**src/rtl/sertx_pkg.sv**
```systemverilog
package sertx_pkg;
  // run gate shared by the controller and the checker documentation
  function automatic logic gate_open(input logic en, input logic halted, input logic halt_cmd);
    return en & ~halted & ~halt_cmd;
  endfunction
endpackage

```
**src/rtl/sertx_gate.sv**
```systemverilog
module sertx_gate
  import sertx_pkg::*;
(
  input  logic clk,
  input  logic rst,
  input  logic tx_en,
  input  logic cmd_stop,
  input  logic cmd_restart,
  output logic run
);
  logic halted_q;

  // halt wins over a resume that arrives in the same cycle
  always_ff @(posedge clk) begin
    if (rst)              halted_q <= 1'b0;
    else if (cmd_stop)    halted_q <= 1'b1;
    else if (cmd_restart) halted_q <= 1'b0;
  end

  assign run = gate_open(tx_en, halted_q, cmd_stop);
endmodule

```
**src/rtl/sertx_fifo.sv**
```systemverilog
module sertx_fifo #(
  parameter int W     = 8,
  parameter int DEPTH = 4
) (
  input  logic         clk,
  input  logic         rst,
  input  logic         flush,
  input  logic         push,
  input  logic [W-1:0] din,
  input  logic         pop,
  output logic [W-1:0] dout,
  output logic         empty,
  output logic         full
);
  localparam int AW = (DEPTH > 1) ? $clog2(DEPTH) : 1;
  localparam int CW = AW + 1;

  logic [W-1:0]  mem [DEPTH];
  logic [AW-1:0] wptr, rptr;
  logic [CW-1:0] count;

  function automatic logic [AW-1:0] bump(input logic [AW-1:0] p);
    return (p == AW'(DEPTH - 1)) ? '0 : p + 1'b1;
  endfunction

  // storage without reset so that a RAM can be inferred
  always_ff @(posedge clk) begin
    if (push) mem[wptr] <= din;
  end

  always_ff @(posedge clk) begin
    if (rst || flush) begin
      wptr  <= '0;
      rptr  <= '0;
      count <= '0;
    end else begin
      if (push) wptr <= bump(wptr);
      if (pop)  rptr <= bump(rptr);
      case ({push, pop})
        2'b10:   count <= count + 1'b1;
        2'b01:   count <= count - 1'b1;
        default: count <= count;
      endcase
    end
  end

  assign dout  = mem[rptr];
  assign empty = (count == '0);
  assign full  = (count == CW'(DEPTH));
endmodule

```
**src/rtl/sertx_shift.sv**
```systemverilog
module sertx_shift #(
  parameter int W = 8
) (
  input  logic         clk,
  input  logic         rst,
  input  logic         abort,
  input  logic         tick,
  input  logic         have,
  input  logic [W-1:0] ld_data,
  output logic         take,
  output logic         txd,
  output logic         done
);
  localparam int CW = $clog2(W + 1);

  logic [W-1:0]  sh;
  logic [CW-1:0] left;
  logic          busy;

  assign take = tick & ~abort & (left == '0) & have;

  always_ff @(posedge clk) begin
    if (rst || abort) begin
      sh   <= '0;
      left <= '0;
      busy <= 1'b0;
      txd  <= 1'b1;
      done <= 1'b0;
    end else begin
      done <= 1'b0;
      if (tick) begin
        if (left != '0) begin
          txd  <= sh[0];
          sh   <= sh >> 1;
          left <= left - 1'b1;
        end else if (have) begin
          txd  <= ld_data[0];
          sh   <= ld_data >> 1;
          left <= CW'(W - 1);
          busy <= 1'b1;
        end else begin
          txd <= 1'b1;
          if (busy) begin
            done <= 1'b1;
            busy <= 1'b0;
          end
        end
      end
    end
  end
endmodule

```
**src/rtl/sertx_core.sv**
```systemverilog
module sertx_core #(
  parameter int W     = 8,
  parameter int DEPTH = 4
) (
  input  logic         clk,
  input  logic         rst,
  input  logic         tx_en,
  input  logic         cmd_stop,
  input  logic         cmd_restart,
  input  logic         bit_tick,
  input  logic [W-1:0] in_data,
  input  logic         in_valid,
  output logic         in_ready,
  output logic         txd,
  output logic         frame_done
);
  logic         run, full, empty, take, push;
  logic [W-1:0] head;

  sertx_gate u_gate (
    .clk(clk), .rst(rst), .tx_en(tx_en),
    .cmd_stop(cmd_stop), .cmd_restart(cmd_restart), .run(run)
  );

  assign in_ready = run & ~full;
  assign push     = in_valid & in_ready;

  sertx_fifo #(.W(W), .DEPTH(DEPTH)) u_fifo (
    .clk(clk), .rst(rst), .flush(~run), .push(push), .din(in_data),
    .pop(take), .dout(head), .empty(empty), .full(full)
  );

  sertx_shift #(.W(W)) u_shift (
    .clk(clk), .rst(rst), .abort(~run), .tick(bit_tick), .have(~empty),
    .ld_data(head), .take(take), .txd(txd), .done(frame_done)
  );
endmodule

```
**config.mk**
```make
export PLATFORM = sky130hd
export DESIGN_NAME = sertx_core
export DESIGN_NICKNAME = d
export VERILOG_FILES = /design/src/rtl/sertx_pkg.sv /design/src/rtl/sertx_gate.sv /design/src/rtl/sertx_fifo.sv /design/src/rtl/sertx_shift.sv /design/src/rtl/sertx_core.sv
export SDC_FILE = /design/constraint.sdc
export NUM_CORES = 1
export LEC_CHECK = 0
export ABC_AREA = 1
export BUFFER_PORTS_ARGS = -buffer_cell sky130_fd_sc_hd__buf_2
export CELL_PAD_IN_SITES_DETAIL_PLACEMENT = 0
export CELL_PAD_IN_SITES_GLOBAL_PLACEMENT = 2
export CORE_ASPECT_RATIO = 1.1
export CORE_MARGIN = 4
export CORE_UTILIZATION = 37
export DETAILED_ROUTE_END_ITERATION = 12
export GPL_ROUTABILITY_DRIVEN = 0
export PLACE_DENSITY = 0.78
export REMOVE_ABC_BUFFERS = 1
export SLEW_MARGIN = 10
export SYNTH_ARGS = -nofsm -noshare
export SYNTH_HDL_FRONTEND = slang
export SYNTH_SLANG_ARGS = --single-unit
```
**constraint.sdc**
```tcl
create_clock -name clk -period 2.32 [get_ports clk]
set_input_delay 0.232 -clock clk [delete_from_list [all_inputs] [get_ports clk]]
set_output_delay 0.232 -clock clk [all_outputs]
set_load 0.1 [all_outputs]
```
== Word-level counts from Yosys, hierarchy flattened ==
Memories as Yosys holds them, arrays and structs flattened. A register that Yosys moved wholly into a read port is not among the register bits.
Index checks and enable logic that the tools add are counted.
Cells by class
  eq/ne operators: 6
  muxes and demuxes: 17
  bitwise operators: 14
  reduce and logical (&&, ||, !) cells: 9
  add/subtract/negate cells: 5
Operators by type and width (number)
  8-bit two-way mux: 2
  1-bit two-way mux: 8
  2-bit two-way mux: 4
  4-bit two-way mux: 2
  1-bit bitwise AND: 7
  1-bit inverter: 7
  2-bit equality test, second input constant: 3
  3-bit case mux with 2 select lines: 1
  2-bit by 1-bit adder with 2-bit output, second input constant: 2
  4-bit zero test: 1
  2-bit AND reduction: 2
  2-bit nonzero test: 2
  4-bit nonzero test: 1
  4-bit OR reduction: 1
  4-bit by 1-bit subtractor with 4-bit output, second input constant: 1
  3-bit by 1-bit adder with 3-bit output, second input constant: 1
  3-bit equality test, second input constant: 1
  3-bit zero test: 1
  3-bit by 1-bit subtractor with 3-bit output, second input constant: 1
  2-bit by 1-bit equality test with 1-bit output, second input constant: 1
  2-bit by 1-bit inequality test with 1-bit output, second input constant: 1
  1-bit logical OR: 1
Word-level totals
  output and inout bits: 3
  logic and storage cells: 61
  input bits: 15
  memories: 1
  memory bits (writable): 32
  register bits after elaboration: 23
Memories
  u_fifo.mem: words 4, width 8, read ports 1, clocked after memory_dff 1, wr ports 1, line sertx_fifo.sv:18  | logic [W-1:0] mem [DEPTH];

== Logic depth before layout (Yosys ltp) ==
  depth after elaboration: 8
  gate-level depth with buffers: 14
  gate-level depth less buffers: 14

== Cells and area by module ==
A second synthesis with hierarchy kept.
Second synthesis, totals
  cell total of the unflattened synthesis: 253
  area total of the unflattened synthesis: 2479.9 um^2
Modules (own cells, without submodules)
  sertx_fifo: times used 1, area each 1660.3 um^2, cells each 138, seq. area each 1141.1 um^2
  sertx_shift: times used 1, area each 738.2 um^2, cells each 100, seq. area each 280.3 um^2
  sertx_gate: times used 1, area each 52.6 um^2, cells each 8, seq. area each 20.0 um^2
  sertx_core: times used 1, area each 28.8 um^2, cells each 7, seq. area each 0.0 um^2

== Worst setup path after synthesis ==
Ideal clock, no wire load.
  kind: register -> register
  start: register u_gate.halted_q
  end: register u_fifo.wptr[0]
  library setup time: 70 ps
  period minus slack after synthesis: 2409 ps
  stages on the path, launching flop included: 6
  buffers on the path: 0
  slack: -89 ps
  required time: 2250 ps
  arrival time: 2339 ps
  cell sequence: dfxtp_1 -> nor2_1 -> nand2_1 -> a21oi_1 -> nand3_1 -> a21oi_1
Between the ends
  word-level cells in the longest chain between the ends: 5
  elaborated cells between the ends (all ways): 7
  classes of those cells: 6 x bitwise; 1 x reduce/logical
RTL lines
  start: declaration: line sertx_gate.sv:11  | logic halted_q;
  start signal: assignment: line sertx_gate.sv:15  | if (rst) halted_q <= 1'b0;
  start signal: assignment: line sertx_gate.sv:16  | else if (cmd_stop) halted_q <= 1'b1;
  start signal: assignment: line sertx_gate.sv:17  | else if (cmd_restart) halted_q <= 1'b0;
  1-bit inverter: line sertx_pkg.sv:4  | return en & ~halted & ~halt_cmd;
  1-bit bitwise AND (2 in a row): line sertx_pkg.sv:4
  1-bit bitwise AND: line sertx_core.sv:25  | assign in_ready = run & ~full;
  named net in_ready: line sertx_core.sv:13  | output logic in_ready,
  1-bit bitwise AND: line sertx_core.sv:26  | assign push = in_valid & in_ready;
  end signal: assignment: line sertx_fifo.sv:37  | if (push) wptr <= bump(wptr);
  end: declaration: line sertx_fifo.sv:19  | logic [AW-1:0] wptr, rptr;
The timed path passes the listed nets, and every way through them passes these cells.
A chain may end at the register's enable or synchronous reset.

== Worst setup path in the final report ==
  start: register u_shift.left[0]
  end: register u_fifo.count[2]
Between the ends
  word-level cells in the longest chain between the ends: 5
  elaborated cells between the ends (all ways): 7
  classes of those cells: 2 x eq/ne; 1 x mux; 2 x bitwise; 2 x reduce/logical
RTL lines
  start: declaration: line sertx_shift.sv:17  | logic [CW-1:0] left;
  start signal: assignment: line sertx_shift.sv:35  | left <= left - 1'b1;
  start signal: assignment: line sertx_shift.sv:39  | left <= CW'(W - 1);
  4-bit zero test *: line sertx_shift.sv:20  | assign take = tick & ~abort & (left == '0) & have;
  1-bit bitwise AND * (2 in a row): line sertx_shift.sv:20
  2-bit by 1-bit equality test with 1-bit output or 2-bit equality test (tied branches): line sertx_fifo.sv:39  | case ({push, pop})
  3-bit case mux with 2 select lines or 2-bit nonzero test (tied branches)
  end signal: assignment: line sertx_fifo.sv:40  | 2'b10: count <= count + 1'b1;
  end signal: assignment: line sertx_fifo.sv:41  | 2'b01: count <= count - 1'b1;
  end signal: assignment: line sertx_fifo.sv:42  | default: count <= count;
  end: declaration: line sertx_fifo.sv:20  | logic [CW-1:0] count;
Every way passes the cells marked *; elsewhere a longest branch is shown, timed or not.

==> impl_metrics.ini <==
[status]
status = finished clean

[grt]
grt_pass1_vias = 1696
grt_antenna_before_repair = 0
grt_pass1_wl_mm = 8.26
grt_usage_pct = 13.4
overflow = 0
grt_max_degree = 21

[clock_network]
cts_setup_buffers = 0
cts-resized-gates = 0
postCtsHoldBufs = 0
cts_max_level = 2
cts_buffers = 5
tritoncts = yes
clockBufferDepth = 2
cts.sink_count = 56
insertion_delay_ns = 0.32
cts-root-buf = clkbuf_8
clkTransAtPathRegs_ns = 0.11

[worst_hold_path]
hp-class = input pin to register
hold-path-endpoint = u_gate.halted_q$_SDFFE_PP0P_
hp-start = rst
min_delay_path_depth = 2

[power]
switching_power_w = 0.000385
cellLeakagePower_nw = 1.12
seq_power_share_pct = 62.6
powerDensity_nw_per_um2 = 613
pwr-share-clk_pct = 34.0
p_int_w = 0.00130
sw_frac_of_total_pct = 22.8
ir_worst_vdd_uv = 327
combPwrFrac_pct = 3.5

[layout]
final_nets = 316
drive_gt1_share_pct = 15.0
fillers = 638
area_delta_synth_final_pct = 12.5
antennaDiodeCount = 0

[timing]
max_slew.worst_pin.slew_ns = 0.486
finalMaxSlewViolations = 0
fmax_mhz = 482
rsz0062_at_grt = no
fin_crit_sh_pct = 89.4
whs_ns = 0.0959
hold_viol = 0
maxSlewHeadroom_pct = 67.8
skew_ns = 0.00969
setup_slack_ns = 0.247
post-route-min-period_ns = 2.07
setup_viol = 0

[logic_synthesis]
yosysUniqueCellTypes = 25
synth-seq-area-share_pct = 59.0
ys_ff_latch = 56
netlist_area_um2 = 2440
ys_warn_count = 0
avgSynthCellArea_um2 = 9.19
syn-instance-count = 266

[worst_setup_path]
critical_path_arrival_ns = 2.33
end_kind = register
start_kind = register
path_max_fanout = 3
timing.rr.start = u_shift.left[0]$_SDFFE_PP0P_
r2r_slack_ns = 0.25
crit_type = register to register
worstPathRequired_ns = 2.57
reg2reg_to = u_fifo.count[2]$_SDFFE_PP0P_
r2r_cells = 14

[flow_run]
drv_cap = 0

[floorplanning]
row_count = 30
die_y_um = 93.3
io_pins = 18
die-width_um = 85.5
core_area_um2 = 6310
dieArea_um2 = 7970
start_util_pct = 38.8

[routing]
drc = 0
wl_mm = 4.79
dr.pass1.iters = 4
drt-initial-drc-count = 68
wl_per_cell_um = 12.8
drtAntennaViolNets = 0
vias = 1701
vias_per_cell = 4.56

[placed_design]
dp_hpwl_mm = 3.40
io_buffers = 17
place_ws_ns = 0.284
sequential cells by signal (all words and copies together) (netlist names), named ones only:
name	cells
u_fifo.count	3
u_fifo.mem	32
u_fifo.rptr	2
u_fifo.wptr	2
u_gate.halted_q	1
u_shift.busy	1
u_shift.done	1
u_shift.left	4
u_shift.sh	7
u_shift.txd	1
synth_stat cells:
cell       n  area share (%)
nor2_1    42             6.4
inv_1     25             3.8
inv_2      1            0.15
nand2_1   70              11
buf_2      5             1.0
o21ai_2    1            0.36
o21ai_1    8             1.6
nand3_1   16             3.3
nor3_1     1            0.20
edfxtp_1  32              39
nand2_4    3             1.4
buf_6      1            0.46
nor2_2     4             1.0
fa_1       1            0.82
a21oi_2    1            0.36
a21oi_1   13             2.7
xor2_1     2            0.72
dfxtp_1   24              20
nor4_1     1            0.26
o21ai_0    3            0.61
ha_1       8             4.1
clkinv_1   1            0.15
o21bai_1   1            0.31
nand2_2    1            0.26
o22ai_1    1            0.26
worst max-delay path, stage by stage (launching register included):
cell	delay (ns)
dfxtp_1	0.34
inv_1	0.10
ha_1	0.20
nand2_4	0.06
nor2_2	0.13
nand3_1	0.13
inv_1	0.07
ha_1	0.13
inv_1	0.07
fa_1	0.38
nor2_1	0.11
nor2_1	0.05
nand2_1	0.07
o21ai_0	0.07
a21oi_1	0.11
power by group through the flow:
stage	logic, W	clock network, W	registers [W]
2_1_floorplan	0.0000279	0	0.00108
3_3_place_gp	0.0000589	0	0.00108
3_5_place_dp	0.0000599	0	0.00108
4_1_cts	0.0000601	0.000597	0.00105
5_1_grt	0.0000664	0.000630	0.00106
6_report	0.0000588	0.000572	0.00105
per-layer routing:
layer  share of wire (%)  track usage [%]
met1                  47             16.8
met2                  47             22.9
met3                 4.0             3.26
met4                 1.4             4.09
met5                   0                0
cells in the final DEF (no fill, tap or decap), drive strengths merged:
| cell type | count |
|---|---|
| buf | 25 |
| fa | 1 |
| nor3 | 1 |
| a21oi | 14 |
| o21bai | 1 |
| dfxtp | 24 |
| clkinv | 1 |
| edfxtp | 32 |
| nand2 | 74 |
| xor2 | 2 |
| inv | 29 |
| nor2 | 46 |
| ha | 8 |
| nand3 | 16 |
| clkbuf | 5 |
| o21ai | 12 |
| o22ai | 1 |
| nor4 | 1 |
worst max-delay path by stage:
stage,start,end
floorplan,u_gate.halted_q$_SDFFE_PP0P_,u_fifo.wptr[0]$_SDFFE_PP0P_
global placement,u_shift.left[0]$_SDFFE_PP0P_,u_fifo.count[2]$_SDFFE_PP0P_
detailed placement,u_shift.left[0]$_SDFFE_PP0P_,u_fifo.count[2]$_SDFFE_PP0P_
CTS,u_shift.left[0]$_SDFFE_PP0P_,u_fifo.count[2]$_SDFFE_PP0P_
global route,u_shift.left[0]$_SDFFE_PP0P_,u_fifo.count[2]$_SDFFE_PP0P_
finish,u_shift.left[0]$_SDFFE_PP0P_,u_fifo.count[2]$_SDFFE_PP0P_
cell families (layout without fill, tap and decap cells):
family / after synthesis / in the layout / share of synthesized area, %
flops: 56 / 56 / 59.0
compound gates: 28 / 28 / 6.19
fa+ha+maj: 9 / 9 / 4.91
buf+inv: 33 / 60 / 5.63
xor+xnor: 2 / 2 / 0.717
simple gates: 138 / 138 / 23.6
per-stage QoR:
stage / util (%) / setup TNS [ns] / std cells / total power [W] / area [um2]
5_1_grt: 43.6 / 0 / 373 / 0.00175 / 2750
3_5_place_dp: 42.1 / 0 / 365 / 0.00114 / 2650
2_1_floorplan: - / -0.179 / 260 / 0.00111 / 2410
4_1_cts: 43.6 / 0 / 373 / 0.00171 / 2750
6_report: 43.6 / 0 / 373 / 0.00169 / 2750
3_3_place_gp: 42.1 / 0 / 365 / 0.00114 / 2650
final cells by class:
type	instances	area, um2	share of cell area, %
inverters	27	101	3.68
repair buffers	25	145	5.28
well taps	80	100	3.64
flip-flops and latches	56	1440	52.4
clock buffers	5	68.8	2.50
multi-input cells	177	866	31.5
clock inverters	3	28.8	1.05
(Power assumes the default switching activity.)
